[src/rtl/rs_pkg.sv]
// Shared types for the reservation station array.
// Assumes stations are laid out by unit: ALU first, then load, store, FP.
package rs_pkg;

    typedef enum logic [1:0] {
        UNIT_ALU   = 2'd0,
        UNIT_LOAD  = 2'd1,
        UNIT_STORE = 2'd2,
        UNIT_FP    = 2'd3
    } unit_e;

    // Unit type of the station at zero-based index idx.
    function automatic unit_e station_unit(input int idx, input int n_alu,
                                           input int n_ld, input int n_st);
        if (idx < n_alu)
            return UNIT_ALU;
        else if (idx < n_alu + n_ld)
            return UNIT_LOAD;
        else if (idx < n_alu + n_ld + n_st)
            return UNIT_STORE;
        else
            return UNIT_FP;
    endfunction

endpackage

[src/rtl/rs_alloc.sv]
// Station allocator: picks the lowest-index available station whose unit
// matches the request and returns it one-hot and as a tag (index + 1).
// Assumes avail already counts stations being freed this cycle.
module rs_alloc
    import rs_pkg::*;
#(
    parameter int NUM_RS = 5,
    parameter int N_ALU  = 1,
    parameter int N_LD   = 1,
    parameter int N_ST   = 1,
    parameter int TAG_W  = 3
) (
    input  logic [NUM_RS-1:0] avail,
    input  unit_e             req_unit,
    output logic [NUM_RS-1:0] grant,
    output logic              found,
    output logic [TAG_W-1:0]  tag
);

    int pick;

    // Scan downward so the lowest matching index wins.
    always_comb begin
        found = 1'b0;
        pick  = 0;
        for (int i = NUM_RS - 1; i >= 0; i--) begin
            if (avail[i] && station_unit(i, N_ALU, N_LD, N_ST) == req_unit) begin
                found = 1'b1;
                pick  = i;
            end
        end
        grant = found ? (NUM_RS'(1) << pick) : '0;
        tag   = found ? TAG_W'(pick + 1) : '0;
    end

endmodule

[src/rtl/rs_entry.sv]
// One reservation station: holds op, destination and two operands, each as
// a value (tag zero) or a pending producer tag. Captures a matching result
// broadcast, forwards it for same-cycle issue, and frees on completion.
// Assumes at most one alloc per cycle and that alloc wins over free.
module rs_entry #(
    parameter int DATA_W = 32,
    parameter int OP_W   = 4,
    parameter int REG_W  = 5,
    parameter int TAG_W  = 3
) (
    input  logic              clk,
    input  logic              rst_n,
    input  logic              alloc_en,
    input  logic [OP_W-1:0]   d_op,
    input  logic [REG_W-1:0]  d_dest,
    input  logic [TAG_W-1:0]  d_t1,
    input  logic [DATA_W-1:0] d_v1,
    input  logic [TAG_W-1:0]  d_t2,
    input  logic [DATA_W-1:0] d_v2,
    input  logic              bc_valid,
    input  logic [TAG_W-1:0]  bc_tag,
    input  logic [DATA_W-1:0] bc_value,
    input  logic              free_en,
    input  logic              issue_ack,
    output logic              busy_o,
    output logic              ready_o,
    output logic [OP_W-1:0]   op_o,
    output logic [REG_W-1:0]  dest_o,
    output logic [TAG_W-1:0]  t1_o,
    output logic [TAG_W-1:0]  t2_o,
    output logic [DATA_W-1:0] v1_o,
    output logic [DATA_W-1:0] v2_o
);

    logic              busy_q;
    logic              issued_q;
    logic [OP_W-1:0]   op_q;
    logic [REG_W-1:0]  dest_q;
    logic [TAG_W-1:0]  tag_q [2];
    logic [DATA_W-1:0] val_q [2];
    logic [TAG_W-1:0]  d_tag [2];
    logic [DATA_W-1:0] d_val [2];
    logic [1:0]        hit_now;
    logic [1:0]        d_hit;
    logic [1:0]        src_ok;
    logic              bc_live;

    assign d_tag[0] = d_t1;
    assign d_tag[1] = d_t2;
    assign d_val[0] = d_v1;
    assign d_val[1] = d_v2;
    assign bc_live  = bc_valid && (bc_tag != '0);

    // Compare stored and incoming source tags against the result bus.
    always_comb begin
        for (int s = 0; s < 2; s++) begin
            hit_now[s] = bc_live && (tag_q[s] == bc_tag);
            d_hit[s]   = bc_live && (d_tag[s] == bc_tag);
            src_ok[s]  = (tag_q[s] == '0) || hit_now[s];
        end
    end

    // Ready when busy, not yet sent, and both operands present or arriving.
    assign ready_o = busy_q && !issued_q && (&src_ok);
    assign busy_o  = busy_q;
    assign op_o    = op_q;
    assign dest_o  = dest_q;
    assign t1_o    = tag_q[0];
    assign t2_o    = tag_q[1];
    assign v1_o    = hit_now[0] ? bc_value : val_q[0];
    assign v2_o    = hit_now[1] ? bc_value : val_q[1];

    // Station state: allocate, free, mark issued and capture broadcasts.
    always_ff @(posedge clk) begin
        if (!rst_n) begin
            busy_q   <= 1'b0;
            issued_q <= 1'b0;
            op_q     <= '0;
            dest_q   <= '0;
            for (int s = 0; s < 2; s++) begin
                tag_q[s] <= '0;
                val_q[s] <= '0;
            end
        end else if (alloc_en) begin
            busy_q   <= 1'b1;
            issued_q <= 1'b0;
            op_q     <= d_op;
            dest_q   <= d_dest;
            for (int s = 0; s < 2; s++) begin
                if (d_hit[s]) begin
                    tag_q[s] <= '0;
                    val_q[s] <= bc_value;
                end else begin
                    tag_q[s] <= d_tag[s];
                    val_q[s] <= (d_tag[s] == '0) ? d_val[s] : '0;
                end
            end
        end else if (free_en) begin
            busy_q   <= 1'b0;
            issued_q <= 1'b0;
            for (int s = 0; s < 2; s++)
                tag_q[s] <= '0;
        end else begin
            if (issue_ack && ready_o)
                issued_q <= 1'b1;
            for (int s = 0; s < 2; s++) begin
                if (busy_q && hit_now[s]) begin
                    tag_q[s] <= '0;
                    val_q[s] <= bc_value;
                end
            end
        end
    end

    // a waiting source 1 captures the matching broadcast.
    p_capture_src1_r5: assert property (@(posedge clk) disable iff (!rst_n)
        busy_q && bc_valid && (bc_tag != '0) && (tag_q[0] == bc_tag)
        && !alloc_en && !free_en
        |=> (tag_q[0] == '0) && (val_q[0] == $past(bc_value)));

    // a waiting source 2 captures the matching broadcast.
    p_capture_src2_r5: assert property (@(posedge clk) disable iff (!rst_n)
        busy_q && bc_valid && (bc_tag != '0) && (tag_q[1] == bc_tag)
        && !alloc_en && !free_en
        |=> (tag_q[1] == '0) && (val_q[1] == $past(bc_value)));

    // a pending source blocks readiness unless its tag is on the bus.
    p_no_bypass_r11: assert property (@(posedge clk) disable iff (!rst_n)
        (tag_q[0] != '0) && !(bc_valid && bc_tag == tag_q[0]) |-> !ready_o);

    // once acknowledged, the entry is not offered again.
    p_issue_once_r10: assert property (@(posedge clk) disable iff (!rst_n)
        ready_o && issue_ack && !alloc_en && !free_en |=> busy_q && !ready_o);

    // readiness implies occupancy.
    p_ready_busy_r10: assert property (@(posedge clk) disable iff (!rst_n)
        ready_o |-> busy_q);

endmodule

[src/rtl/rs_array.sv]
// Reservation station array: typed stations, one dispatch per cycle into
// the lowest free station of the requested unit, result-bus wakeup with
// same-cycle forwarding, completion-driven free with same-cycle reuse.
// Assumes one result bus and one completion per cycle; select is external.
module rs_array
    import rs_pkg::*;
#(
    parameter int N_ALU  = 1,
    parameter int N_LD   = 1,
    parameter int N_ST   = 1,
    parameter int N_FP   = 2,
    parameter int DATA_W = 32,
    parameter int OP_W   = 4,
    parameter int REG_W  = 5,
    localparam int NUM_RS = N_ALU + N_LD + N_ST + N_FP,
    localparam int TAG_W  = $clog2(NUM_RS + 1)
) (
    input  logic                     clk,
    input  logic                     rst_n,
    input  logic                     disp_valid,
    input  logic [1:0]               disp_unit,
    input  logic [OP_W-1:0]          disp_op,
    input  logic [REG_W-1:0]         disp_dest,
    input  logic [TAG_W-1:0]         disp_t1,
    input  logic [DATA_W-1:0]        disp_v1,
    input  logic [TAG_W-1:0]         disp_t2,
    input  logic [DATA_W-1:0]        disp_v2,
    output logic                     disp_ready,
    output logic [TAG_W-1:0]         disp_tag,
    input  logic                     bc_valid,
    input  logic [TAG_W-1:0]         bc_tag,
    input  logic [DATA_W-1:0]        bc_value,
    input  logic                     done_valid,
    input  logic [TAG_W-1:0]         done_tag,
    output logic [NUM_RS-1:0]        iss_ready,
    input  logic [NUM_RS-1:0]        iss_ack,
    output logic [NUM_RS*OP_W-1:0]   iss_op,
    output logic [NUM_RS*REG_W-1:0]  iss_dest,
    output logic [NUM_RS*DATA_W-1:0] iss_v1,
    output logic [NUM_RS*DATA_W-1:0] iss_v2,
    output logic [NUM_RS-1:0]        st_busy,
    output logic [NUM_RS*TAG_W-1:0]  st_t1,
    output logic [NUM_RS*TAG_W-1:0]  st_t2
);

    logic [NUM_RS-1:0] busy;
    logic [NUM_RS-1:0] free_hit;
    logic [NUM_RS-1:0] avail;
    logic [NUM_RS-1:0] grant;
    logic [NUM_RS-1:0] alloc_en;
    logic              found;
    logic [TAG_W-1:0]  grant_tag;

    // Pick the station for this cycle's dispatch.
    rs_alloc #(
        .NUM_RS (NUM_RS),
        .N_ALU  (N_ALU),
        .N_LD   (N_LD),
        .N_ST   (N_ST),
        .TAG_W  (TAG_W)
    ) u_alloc (
        .avail    (avail),
        .req_unit (unit_e'(disp_unit)),
        .grant    (grant),
        .found    (found),
        .tag      (grant_tag)
    );

    assign disp_ready = found;
    assign disp_tag   = grant_tag;
    assign st_busy    = busy;

    // One station per index; its tag is index + 1.
    for (genvar i = 0; i < NUM_RS; i++) begin : g_stn
        assign free_hit[i] = done_valid && (done_tag == TAG_W'(i + 1));
        assign avail[i]    = !busy[i] || free_hit[i];
        assign alloc_en[i] = disp_valid && grant[i];

        rs_entry #(
            .DATA_W (DATA_W),
            .OP_W   (OP_W),
            .REG_W  (REG_W),
            .TAG_W  (TAG_W)
        ) u_entry (
            .clk       (clk),
            .rst_n     (rst_n),
            .alloc_en  (alloc_en[i]),
            .d_op      (disp_op),
            .d_dest    (disp_dest),
            .d_t1      (disp_t1),
            .d_v1      (disp_v1),
            .d_t2      (disp_t2),
            .d_v2      (disp_v2),
            .bc_valid  (bc_valid),
            .bc_tag    (bc_tag),
            .bc_value  (bc_value),
            .free_en   (free_hit[i]),
            .issue_ack (iss_ack[i]),
            .busy_o    (busy[i]),
            .ready_o   (iss_ready[i]),
            .op_o      (iss_op[i*OP_W +: OP_W]),
            .dest_o    (iss_dest[i*REG_W +: REG_W]),
            .t1_o      (st_t1[i*TAG_W +: TAG_W]),
            .t2_o      (st_t2[i*TAG_W +: TAG_W]),
            .v1_o      (iss_v1[i*DATA_W +: DATA_W]),
            .v2_o      (iss_v2[i*DATA_W +: DATA_W])
        );
    end

    // at most one station is chosen per cycle.
    p_grant_onehot_r2: assert property (@(posedge clk) disable iff (!rst_n)
        $onehot0(grant));

    // an accepted dispatch makes the chosen station busy.
    p_alloc_lands_r2: assert property (@(posedge clk) disable iff (!rst_n)
        disp_valid && disp_ready |=> ((busy & $past(grant)) == $past(grant)));

    // a stalled dispatch with no completion leaves occupancy unchanged.
    p_stall_hold_r3: assert property (@(posedge clk) disable iff (!rst_n)
        disp_valid && !disp_ready && !done_valid |=> busy == $past(busy));

endmodule

[config.mk]
export PLATFORM = sky130hd
export DESIGN_NAME = rs_array
export DESIGN_NICKNAME = d
export VERILOG_FILES = /design/src/rtl/rs_pkg.sv /design/src/rtl/rs_alloc.sv /design/src/rtl/rs_entry.sv /design/src/rtl/rs_array.sv
export SDC_FILE = /design/constraint.sdc
export NUM_CORES = 1
export LEC_CHECK = 0
export ABC_CLOCK_PERIOD_IN_PS = 4700
export BUFFER_PORTS_ARGS = -buffer_cell sky130_fd_sc_hd__buf_2
export CAP_MARGIN = 10
export CORE_MARGIN = 5
export CORE_UTILIZATION = 35
export DETAILED_ROUTE_END_ITERATION = 6
export SETUP_SLACK_MARGIN = 0.1
export SLEW_MARGIN = 40
export SYNTH_ARGS = -nofsm -noshare
export SYNTH_HDL_FRONTEND = slang
export SYNTH_SLANG_ARGS = --single-unit
[constraint.sdc]
create_clock -name clk -period 4.7 [get_ports clk]
set_clock_uncertainty 0.15 [all_clocks]
set_input_delay 0.705 -clock clk [delete_from_list [all_inputs] [get_ports clk]]
set_output_delay 0.705 -clock clk [all_outputs]
set_load 0.01 [all_outputs]
==> results_dict.tcl <==
set metrics [dict create \
    hold_viol 0 \
    clk_latency_ns 0.58 \
    final_nets 2472 \
    area_growth_pct 23.2 \
    fmax_mhz 259 \
    synth_edf_count 320 \
    arrival_ns 3.01 \
    portBuffers 537 \
    ioPinCount 538 \
    fin_crit_ns 3.87 \
    grt_pass1_wl_um 132000 \
    critPathRequiredTime_ns 3.85 \
    cts_tree "yes" \
    grt_setup_unrepaired "false" \
    drtAntennaViolNets 0 \
    vias 18700 \
    antenna_found_initial 4 \
    grt_start_max_net_pins 66 \
    powerDensity_mw_per_mm2 342 \
    post-dp-hpwl_um 65100 \
    cts.sinks 405 \
    crit_chain "buf_2 -> o31ai_4 -> buf_4 -> nor2_4 -> buf_4 -> mux2_2 -> buf_2" \
    synthAdderAreaFrac 0.00169 \
    critical-path-slowest-cell "o31ai_4" \
    min_path_type "input pin to flop" \
    yosysTopAreaCell "edfxtp_1" \
    worst_pin_slew_ns 0.840 \
    p_leak_nw 11.3 \
    multiInputGateArea_mm2 0.00991 \
    yosys.area_share.simple 0.0839 \
    slew_headroom 0.440 \
    synth_nets 2056 \
    cts-root-buf "clkbuf_16" \
    fillers 5887 \
    hold_ws_ns 0.216 \
    clk_pin_slew_ns 0.06 \
    cts_hold_buf 0 \
    cts_setup_buffers 0 \
    fp.coreArea_mm2 0.0630 \
    routed_wirelength_um 93900 \
    drcViolationCount 0 \
    die_width_um 262 \
    die_h_um 262 \
    dr.pass1.iters 6 \
    synthArstFlopShare 0 \
    synthCells 1924 \
    syn_avg_cell_area_um2 11.5 \
    drtIter0Drc 1871 \
    h-tree-depth 2 \
    max_stage_delay_ns 0.72 \
    synth_top_family_by_area "compound AO/OA/AOI/OAI gates" \
    fin_crit_sh 0.822 \
    numCtsBuffers 49 \
    synthDistinctLibCells 69 \
    synth_common_cells "321 x mux2_2, 320 x edfxtp_1, 151 x nor2_1, 142 x nand2_1, 87 x clkbuf_1" \
    endpoint_kind "primary output" \
    rows 92 \
    synth-seq-area-share 0.510 \
    synthMuxAreaShare 0.168 \
    yosysWarnings 0 \
    synth-xor-area-share 0.0142 \
    status "complete, no violations" \
    crit_fanout 32 \
    grt_pass1_vias 18500 \
    max_cap_viol_count 0 \
    synth_area_leaders "edfxtp_1 43%, mux2_2 16%, dfxtp_1 7.7%" \
    critical_path_class "input pin to primary output" \
    clockBufferDepth 3 \
    grt_overflow_total 0 \
    floorplan.initialDensity 0.352 \
    crit_buf_inv 4 \
    routed_via_density 5.80 \
    syn_area_mm2 0.0222 \
    synth_top_cell_area_share 0.433 \
    tns_ns 0 \
    ys.flop_type "edfxtp_1" \
    start_kind "input pin" \
    seq_area_mm2 0.0113 \
    synth_most_common_cell "mux2_2" \
    finalSetupViolations 0 \
    cts-resized-gates 0 \
    routedWlPerCell_um 29.2 \
    cp_top_family "buffers and inverters" \
    dieArea_mm2 0.0685 \
    grt_usage 0.260 \
    slew_viol_final 0 \
    synth_compound_area_frac 0.171 \
    ir_drop_mv 0.234 \
    final_layout_size_suffix_gt1_frac 0.445 \
    gp_congestion 0.894 \
    synth_seq_cells 405 \
]
cell usage in the layout (no fill, tap or decap), drive strengths merged, types with 69 or more instances in the layout:
master	instances
edfxtp	320
nor2	156
o21ai	102
mux2	321
buf	600
o22a	84
dfxtp	85
o22ai	69
nand2	142
cell type report:
type	instances	area share
diodes	1	0.0000916
multi-input cells	1274	0.363
flip-flops and latches	405	0.414
repair buffers	600	0.123
clock inverters	28	0.0113
well taps	846	0.0387
clock buffers	58	0.0487
inverters	10	0.00146
through the flow:
step	util	instance area, µm²	setup slack [ns]	power [mW]	cells
2_1_floorplan	-	22200	0.854	4.84	1924
4_1_cts	0.434	27300	0.849	9.41	3221
3_3_place_gp	0.405	25500	0.739	5.44	3126
5_1_grt	0.434	27300	0.790	9.63	3221
3_5_place_dp	0.408	25700	0.718	5.46	3135
6_report	0.434	27300	0.834	9.34	3222
layer usage:
layer  share of wire  up-vias  track usage
met3           0.080      188       0.0431
met4           0.037        4       0.0943
met1            0.42     9317        0.361
li1                -     8101            -
met5         0.00029        -            0
met2            0.46     1082        0.410
path summary, 6_finish.rpt:
kind	from	to	slack [ns]	cells past startpoint
worst max-delay path	bc_tag[0]	iss_v2[150]	0.83	7
worst min-delay path	iss_ack[0]	g_stn[0].u_entry.issued_q$_SDFFE_PP0P_	0.22	3
worst min register to register	g_stn[4].u_entry.dest_o[4]$_SDFFE_PN0N_	g_stn[4].u_entry.dest_o[4]$_SDFFE_PN0N_	0.31	2
worst max register to register	g_stn[3].u_entry.busy_o$_SDFFE_PN0P_	g_stn[3].u_entry.val_q[1][16]$_DFFE_PP_	1.14	10
registers in the layout, indices dropped and copies added, names as in the netlist:
| name | cells |
|---|---|
| g_stn.u_entry.val_q | 320 |
| g_stn.u_entry.issued_q | 5 |
| g_stn.u_entry.busy_o | 5 |
| g_stn.u_entry.op_o | 20 |
| g_stn.u_entry.tag_q | 30 |
| g_stn.u_entry.dest_o | 25 |
where the power goes:
part           internal (mW)  switching (mW)
clock network           2.35            1.60
logic                  0.447           0.861
registers               4.02          0.0626
total                   6.82            2.52
worst reg2reg max path, cell delays in order, from the launching register on:
cell      delay (ns)
dfxtp_1         0.53
nor2b_1         0.48
nor2_1          0.11
ha_1            0.24
nand2_1         0.11
o21bai_1        0.13
o32ai_2         0.15
nor2_1          0.38
and3_1          0.39
nand2b_2        0.28
buf_12          0.26
kinds of logic after synthesis:
group / count (synthesis)
xor+xnor: 36
buf+inv: 245
compound gates: 517
simple gates: 386
mux: 332
fa+ha+maj: 3
flops: 405
No activity file was read; power rests on OpenSTA's default activity.
